**src/rtl/xbus_pkg.sv**
```systemverilog
package xbus_pkg;

  typedef enum logic [2:0] {
    PH_IDLE = 3'd0,
    PH_T1   = 3'd1,
    PH_T2   = 3'd2,
    PH_TW   = 3'd3,
    PH_T3   = 3'd4
  } phase_e;

  // chip select is low in every non-idle phase
  function automatic logic phase_in_cycle(phase_e p);
    return p != PH_IDLE;
  endfunction

  // strobes are low from the strobe phase through the hold phase
  function automatic logic phase_strobe(phase_e p);
    return (p == PH_T2) || (p == PH_TW) || (p == PH_T3);
  endfunction

  // clocks spent in one timed phase for a given setting code
  function automatic int unsigned clocks_per_phase(int unsigned code);
    return code + 1;
  endfunction

endpackage

```
**src/rtl/xbus_wait_sync.sv**
```systemverilog
module xbus_wait_sync #(
  parameter int STAGES = 2
) (
  input  logic clk,
  input  logic rst_n,
  input  logic async_n,
  output logic sync_n
);
  logic [STAGES-1:0] chain_q;

  // reset to "not waiting" so a freshly reset bus never stalls
  generate
    for (genvar i = 0; i < STAGES; i++) begin : g_stage
      if (i == 0) begin : g_first
        always_ff @(posedge clk or negedge rst_n) begin
          if (!rst_n) chain_q[0] <= 1'b1;
          else        chain_q[0] <= async_n;
        end
      end else begin : g_next
        always_ff @(posedge clk or negedge rst_n) begin
          if (!rst_n) chain_q[i] <= 1'b1;
          else        chain_q[i] <= chain_q[i-1];
        end
      end
    end
  endgenerate

  assign sync_n = chain_q[STAGES-1];
endmodule

```
**src/rtl/xbus_phase_timer.sv**
```systemverilog
module xbus_phase_timer #(
  parameter int CW = 3
) (
  input  logic          clk,
  input  logic          rst_n,
  input  logic          load,
  input  logic [CW-1:0] load_val,
  output logic          expired
);
  logic [CW-1:0] cnt_q;

  always_ff @(posedge clk or negedge rst_n) begin
    if (!rst_n)              cnt_q <= '0;
    else if (load)           cnt_q <= load_val;
    else if (cnt_q != '0)    cnt_q <= cnt_q - 1'b1;
  end

  assign expired = (cnt_q == '0);
endmodule

```
**src/rtl/xbus_phase_ctrl.sv**
```systemverilog
module xbus_phase_ctrl
  import xbus_pkg::*;
#(
  parameter int AW = 16,
  parameter int DW = 8,
  parameter int CW = 3
) (
  input  logic          clk,
  input  logic          rst_n,
  input  logic          cfg_we,
  input  logic [CW-1:0] cfg_code,
  input  logic          req_valid,
  input  logic [AW-1:0] req_addr,
  input  logic [DW-1:0] req_wdata,
  input  logic          req_write,
  input  logic          req_io,
  input  logic          wait_ok,
  input  logic [DW-1:0] bus_din,
  output phase_e        phase,
  output logic          phase_end,
  output logic          t3_last,
  output logic [CW-1:0] cfg_q,
  output logic [AW-1:0] addr_q,
  output logic [DW-1:0] wdata_q,
  output logic          write_q,
  output logic          io_q,
  output logic          req_ready,
  output logic          done,
  output logic [DW-1:0] rdata
);
  phase_e ph_q, ph_d;
  logic   load;
  logic   accept;

  always_ff @(posedge clk or negedge rst_n) begin
    if (!rst_n)      cfg_q <= '0;
    else if (cfg_we) cfg_q <= cfg_code;
  end

  xbus_phase_timer #(.CW(CW)) u_timer (
    .clk      (clk),
    .rst_n    (rst_n),
    .load     (load),
    .load_val (cfg_q),
    .expired  (phase_end)
  );

  always_comb begin
    ph_d = ph_q;
    load = 1'b0;
    unique case (ph_q)
      PH_IDLE: if (req_valid) begin ph_d = PH_T1; load = 1'b1; end
      PH_T1:   if (phase_end) begin ph_d = PH_T2; load = 1'b1; end
      PH_T2:   if (phase_end) begin
                 ph_d = wait_ok ? PH_T3 : PH_TW;
                 load = 1'b1;
               end
      PH_TW:   if (wait_ok)   begin ph_d = PH_T3; load = 1'b1; end
      PH_T3:   if (phase_end) begin
                 ph_d = req_valid ? PH_T1 : PH_IDLE;
                 load = 1'b1;
               end
      default: ph_d = PH_IDLE;
    endcase
  end

  assign t3_last   = (ph_q == PH_T3) && phase_end;
  assign req_ready = (ph_q == PH_IDLE) || t3_last;
  assign accept    = req_valid && req_ready;

  always_ff @(posedge clk or negedge rst_n) begin
    if (!rst_n) ph_q <= PH_IDLE;
    else        ph_q <= ph_d;
  end

  always_ff @(posedge clk or negedge rst_n) begin
    if (!rst_n) begin
      addr_q  <= '0;
      wdata_q <= '0;
      write_q <= 1'b0;
      io_q    <= 1'b0;
    end else if (accept) begin
      addr_q  <= req_addr;
      wdata_q <= req_wdata;
      write_q <= req_write;
      io_q    <= req_io;
    end
  end

  always_ff @(posedge clk or negedge rst_n) begin
    if (!rst_n) begin
      done  <= 1'b0;
      rdata <= '0;
    end else begin
      done <= t3_last;
      if (t3_last && !write_q) rdata <= bus_din;
    end
  end

  assign phase = ph_q;
endmodule

```
**src/rtl/xbus_pin_map.sv**
```systemverilog
module xbus_pin_map
  import xbus_pkg::*;
(
  input  phase_e phase,
  input  logic   write_q,
  input  logic   io_q,
  output logic   cs_n,
  output logic   rd_n,
  output logic   wr_n,
  output logic   mreq_n,
  output logic   iorq_n,
  output logic   doe
);
  logic in_cyc, strb;

  always_comb begin
    in_cyc = phase_in_cycle(phase);
    strb   = phase_strobe(phase);
    cs_n   = !in_cyc;
    rd_n   = !(strb && !write_q);
    wr_n   = !(strb && write_q);
    mreq_n = !(strb && !io_q);
    iorq_n = !(strb && io_q);
    doe    = in_cyc && write_q;
  end
endmodule

```
**src/rtl/xbus_seq.sv**
```systemverilog
module xbus_seq
  import xbus_pkg::*;
#(
  parameter int ADDR_W    = 16,
  parameter int DATA_W    = 8,
  parameter int CFG_W     = 3,
  parameter int SYNC_DEPTH = 2
) (
  input  logic              clk,
  input  logic              rst_n,
  input  logic              cfg_we,
  input  logic [CFG_W-1:0]  cfg_code,
  input  logic              req_valid,
  output logic              req_ready,
  input  logic [ADDR_W-1:0] req_addr,
  input  logic [DATA_W-1:0] req_wdata,
  input  logic              req_write,
  input  logic              req_io,
  output logic              rsp_done,
  output logic [DATA_W-1:0] rsp_rdata,
  output logic [ADDR_W-1:0] bus_addr,
  output logic [DATA_W-1:0] bus_dout,
  output logic              bus_doe,
  input  logic [DATA_W-1:0] bus_din,
  output logic              bus_cs_n,
  output logic              bus_rd_n,
  output logic              bus_wr_n,
  output logic              bus_mreq_n,
  output logic              bus_iorq_n,
  input  logic              bus_wait_n
);
  // named internal events, also observed by the bound checker
  phase_e             phase;
  logic               phase_end;
  logic               t3_last;
  logic               wait_ok;
  logic [CFG_W-1:0]   cfg_q;
  logic               write_q, io_q;

  xbus_wait_sync #(.STAGES(SYNC_DEPTH)) u_sync (
    .clk     (clk),
    .rst_n   (rst_n),
    .async_n (bus_wait_n),
    .sync_n  (wait_ok)
  );

  xbus_phase_ctrl #(.AW(ADDR_W), .DW(DATA_W), .CW(CFG_W)) u_ctrl (
    .clk       (clk),
    .rst_n     (rst_n),
    .cfg_we    (cfg_we),
    .cfg_code  (cfg_code),
    .req_valid (req_valid),
    .req_addr  (req_addr),
    .req_wdata (req_wdata),
    .req_write (req_write),
    .req_io    (req_io),
    .wait_ok   (wait_ok),
    .bus_din   (bus_din),
    .phase     (phase),
    .phase_end (phase_end),
    .t3_last   (t3_last),
    .cfg_q     (cfg_q),
    .addr_q    (bus_addr),
    .wdata_q   (bus_dout),
    .write_q   (write_q),
    .io_q      (io_q),
    .req_ready (req_ready),
    .done      (rsp_done),
    .rdata     (rsp_rdata)
  );

  xbus_pin_map u_pins (
    .phase   (phase),
    .write_q (write_q),
    .io_q    (io_q),
    .cs_n    (bus_cs_n),
    .rd_n    (bus_rd_n),
    .wr_n    (bus_wr_n),
    .mreq_n  (bus_mreq_n),
    .iorq_n  (bus_iorq_n),
    .doe     (bus_doe)
  );
endmodule

```
**config.mk**
```make
export PLATFORM = sky130hd
export DESIGN_NAME = xbus_seq
export DESIGN_NICKNAME = d
export VERILOG_FILES = /design/src/rtl/xbus_pkg.sv /design/src/rtl/xbus_wait_sync.sv /design/src/rtl/xbus_phase_timer.sv /design/src/rtl/xbus_phase_ctrl.sv /design/src/rtl/xbus_pin_map.sv /design/src/rtl/xbus_seq.sv
export SDC_FILE = /design/constraint.sdc
export NUM_CORES = 1
export LEC_CHECK = 0
export BUFFER_PORTS_ARGS = -buffer_cell sky130_fd_sc_hd__buf_2
export CAP_MARGIN = 10
export CORE_MARGIN = 8
export CORE_UTILIZATION = 45
export CTS_BUF_LIST = sky130_fd_sc_hd__clkbuf_4 sky130_fd_sc_hd__clkbuf_8
export CTS_CLUSTER_DIAMETER = 120
export DETAILED_ROUTE_END_ITERATION = 16
export PLACE_DENSITY_LB_ADDON = 0.25
export SYNTH_ARGS = -nofsm -noshare
export SYNTH_HDL_FRONTEND = slang
export SYNTH_SLANG_ARGS = --single-unit
export TNS_END_PERCENT = 30
```
**constraint.sdc**
```tcl
create_clock -name clk -period 1.7 [get_ports clk]
set_input_delay 0.17 -clock clk [delete_from_list [all_inputs] [get_ports clk]]
set_output_delay 0.17 -clock clk [all_outputs]
set_load 0.05 [all_outputs]
```
==> results.md <==
- Fin util: 0.668
- Setup crit end kind: primary output
- Min Tclk post-route: 1810 ps
- Core Area: 4380 um2
- Initial drt markers: 73
- Number of port buffers: 81
- Clk pin slew, worst setup/hold paths: 90 ps
- Sequential share of the synthesized area: 0.559
- # IOs: 82
- Top FF cell, synth: dfrtp_1
- R2r setup slk: -100 ps
- Crit start category: register
- R2r endpoint: u_ctrl.addr_q[10]$_DFFE_PN0P_
- Drt total wl: 5130 um
- Buf/Inv on CP: 3
- Maxcap violations: 0
- Starting Density: 0.471
- Hold path cells: 2
- PnR worst setup slack: -110 ps
- Worst R2R Path Depth: 7
- Area grow syn2layout: 42.0%
- Post-Syn Area: 2060 um2
- Gpl congestion: 0.747
- Hold path start: req_addr[12]
- Number of synthesized flops with an enable pin: 0
- Clock Latency Late Sink: 290 ps
- Max-slew headroom at the worst pin: 0.723
- Initial antenna violation count: 0
- Worst Clk Skew: 8.71 ps
- Critical path class: reg -> out
- Synth area leaders: dfrtp_1, mux2_4, mux2_2
- Syn Nets: 185
- Slowest stage cell, crit path: dfrtp_1
- Vias/cell: 4.92
- Largest net degree at the start of global routing: 47
- HPWL Detailed: 3580 um
- RSZ-0062 raised after global routing: true
- Post-Layout Cell Count: 304
- Final Max Tran Viols: 0
- Die width: 83.7 um
- Crit-path cells: inv_2 > ha_4 > or2b_4 > a21boi_4 > buf_6 > buf_8
- DRT Pass-1 Iters: 4
- Worst hold slack: 96.9 ps
- Final setup viols: 27
- Fraction of registers with async set/reset: 1.00
- Total CTS buffers: 5
- DIE HEIGHT: 83.7 um
- Status: finished with violations
- Total negative slack: -1990 ps
- Routed vias: 1496
- CTS H-tree lvls: 2
- Yosys top cell area share: 0.534
- Critical path's largest stage delay: 400 ps
- Post-route ant nets: 0
- Root Driver: clkbuf_8
- Critical Path Start: u_ctrl.u_timer.cnt_q[1]$_DFFE_PN0P_
- CP arrival: 1640 ps
- Vias in the first global route: 1658
- Placement row count: 24
- Post-synthesis instance total: 141
- Worst R2R Start: u_ctrl.u_timer.cnt_q[1]$_DFFE_PN0P_
- Worst Path Required: 1530 ps
- Final Cycle Share: 1.06
- Clk buf depth: 2
- #FFs+latches synth: 46
- CP top delay family: flip-flops
- CTS tree: yes
- Die area: 7010 um2
- Post-synth cell types: 37
- Placed insts: 283
- Ant. Diodes: 0
- Ys Warns: 0
- Syn Area/Cell: 14.6 um2
- Failing checks: setup timing
- Post-synth top area cell: dfrtp_1
- Fin nets: 295
- GR Util All Layers: 0.135
- Wire length of the first global-routing pass: 8070 um
- Max Clk Rate: 0.552 GHz
- Least-Margin Pin Slew: 413 ps
- Share of layout cells above drive strength 1: 0.671
- Worst min path class: in -> reg
- Crit Path Max Fanout: 2
- Residual DRC: 0
- GRT Residual Overflow: 0
- Worst Hold Path EP: u_ctrl.addr_q[12]$_DFFE_PN0P_
- Final hold vios: 0
- WL/cell: 16.9 um
- Clock net sink count: 46
-- how the worst max path moves through the flow --
stage | endpoint | slack (ps) | cells after the start
2_1_floorplan | u_ctrl.addr_q[0]$_DFFE_PN0P_ | -320 | 7
3_3_place_gp | u_ctrl.addr_q[0]$_DFFE_PN0P_ | 2 | 7
3_5_place_dp | u_ctrl.wdata_q[7]$_DFFE_PN0P_ | -50 | 7
4_1_cts | req_ready | -100 | 6
5_1_grt | req_ready | -150 | 6
6_report | req_ready | -110 | 6
-- flip-flops by register name, summed over array words and instances (netlist names) --
name and flops:
u_ctrl.addr_q 16, u_sync.chain_q 1, u_ctrl.io_q 1, u_ctrl.done 1
u_ctrl.phase 3, u_ctrl.u_timer.cnt_q 3, u_ctrl.cfg_q 3, u_sync.sync_n 1
u_ctrl.rdata 8, u_ctrl.write_q 1, u_ctrl.wdata_q 8
-- cells in the mapped netlist (2+ instances only) --
library cell	n
buf_6	3
nor2b_1	3
mux2_2	17
ha_1	2
a21oi_1	2
mux2_4	20
nor3_1	3
inv_1	3
nor2_1	4
o21ai_0	4
dfstp_2	2
buf_2	2
nand2b_1	3
dfrtp_1	44
nand2_1	6
mux2i_1	2
-- layout by cell type (no fill, tap or decap), types with 3 or more instances in the layout --
cell type  instances
nor2_1             3
nand2_1            6
dfrtp_1           43
buf_6              7
o21ai_0            3
buf_2             76
mux2_4            20
clkbuf_8           6
mux2_2            17
nand2b_1           3
buf_4             19
-- stage by stage --
| step | instance area (um2) | setup WS [ps] |
|---|---|---|
| 2_1_floorplan | 2070 | -323 |
| 3_3_place_gp | 2630 | 1.75 |
| 3_5_place_dp | 2630 | -53.7 |
| 4_1_cts | 2830 | -95.5 |
| 5_1_grt | 2930 | -154 |
| 6_report | 2930 | -110 |
-- final cells by class --
| cell class | instances | area (um2) |
|---|---|---|
| flip-flops and latches | 46 | 1150 |
| well taps | 52 | 65.1 |
| repair buffers | 109 | 727 |
| inverters | 3 | 11.3 |
| clock buffers | 7 | 90.1 |
| clock inverters | 1 | 5.00 |
| multi-input cells | 86 | 877 |
| fillers | 319 | 1450 |
-- what timing repair did --
| action | CTS | global route |
|---|---|---|
| buffers inserted | 5 | 4 |
| endpoints found under the hold margin | 45 | 0 |
| resized for setup | 15 | 9 |
| endpoints found under the setup margin | 31 | 43 |
| gates cloned | 0 | 2 |
| pin swaps | 2 | 3 |
| hold buffers | 2 | 0 |
-- metal layers --
metal / GRT usage / vias to the layer above / share of wire
met5: 0 / - / 0
met4: 0.0283 / 0 / 0.0020
met3: 0.0420 / 2 / 0.047
met2: 0.232 / 41 / 0.53
met1: 0.161 / 738 / 0.42
li1: - / 715 / -
-- cells by family after synthesis --
logic type | synth area share
AOI/OAI and AO/OA | 0.0655
muxes | 0.248
adders and majority gates | 0.0121
buffers and inverters | 0.0303
DFF | 0.559
xor gates and xnor gates | 0.00425
and+or+nand+nor | 0.0807
Power is not shown: default switching activity piles up to over one toggle a cycle in this logic, so the estimate is an artifact.
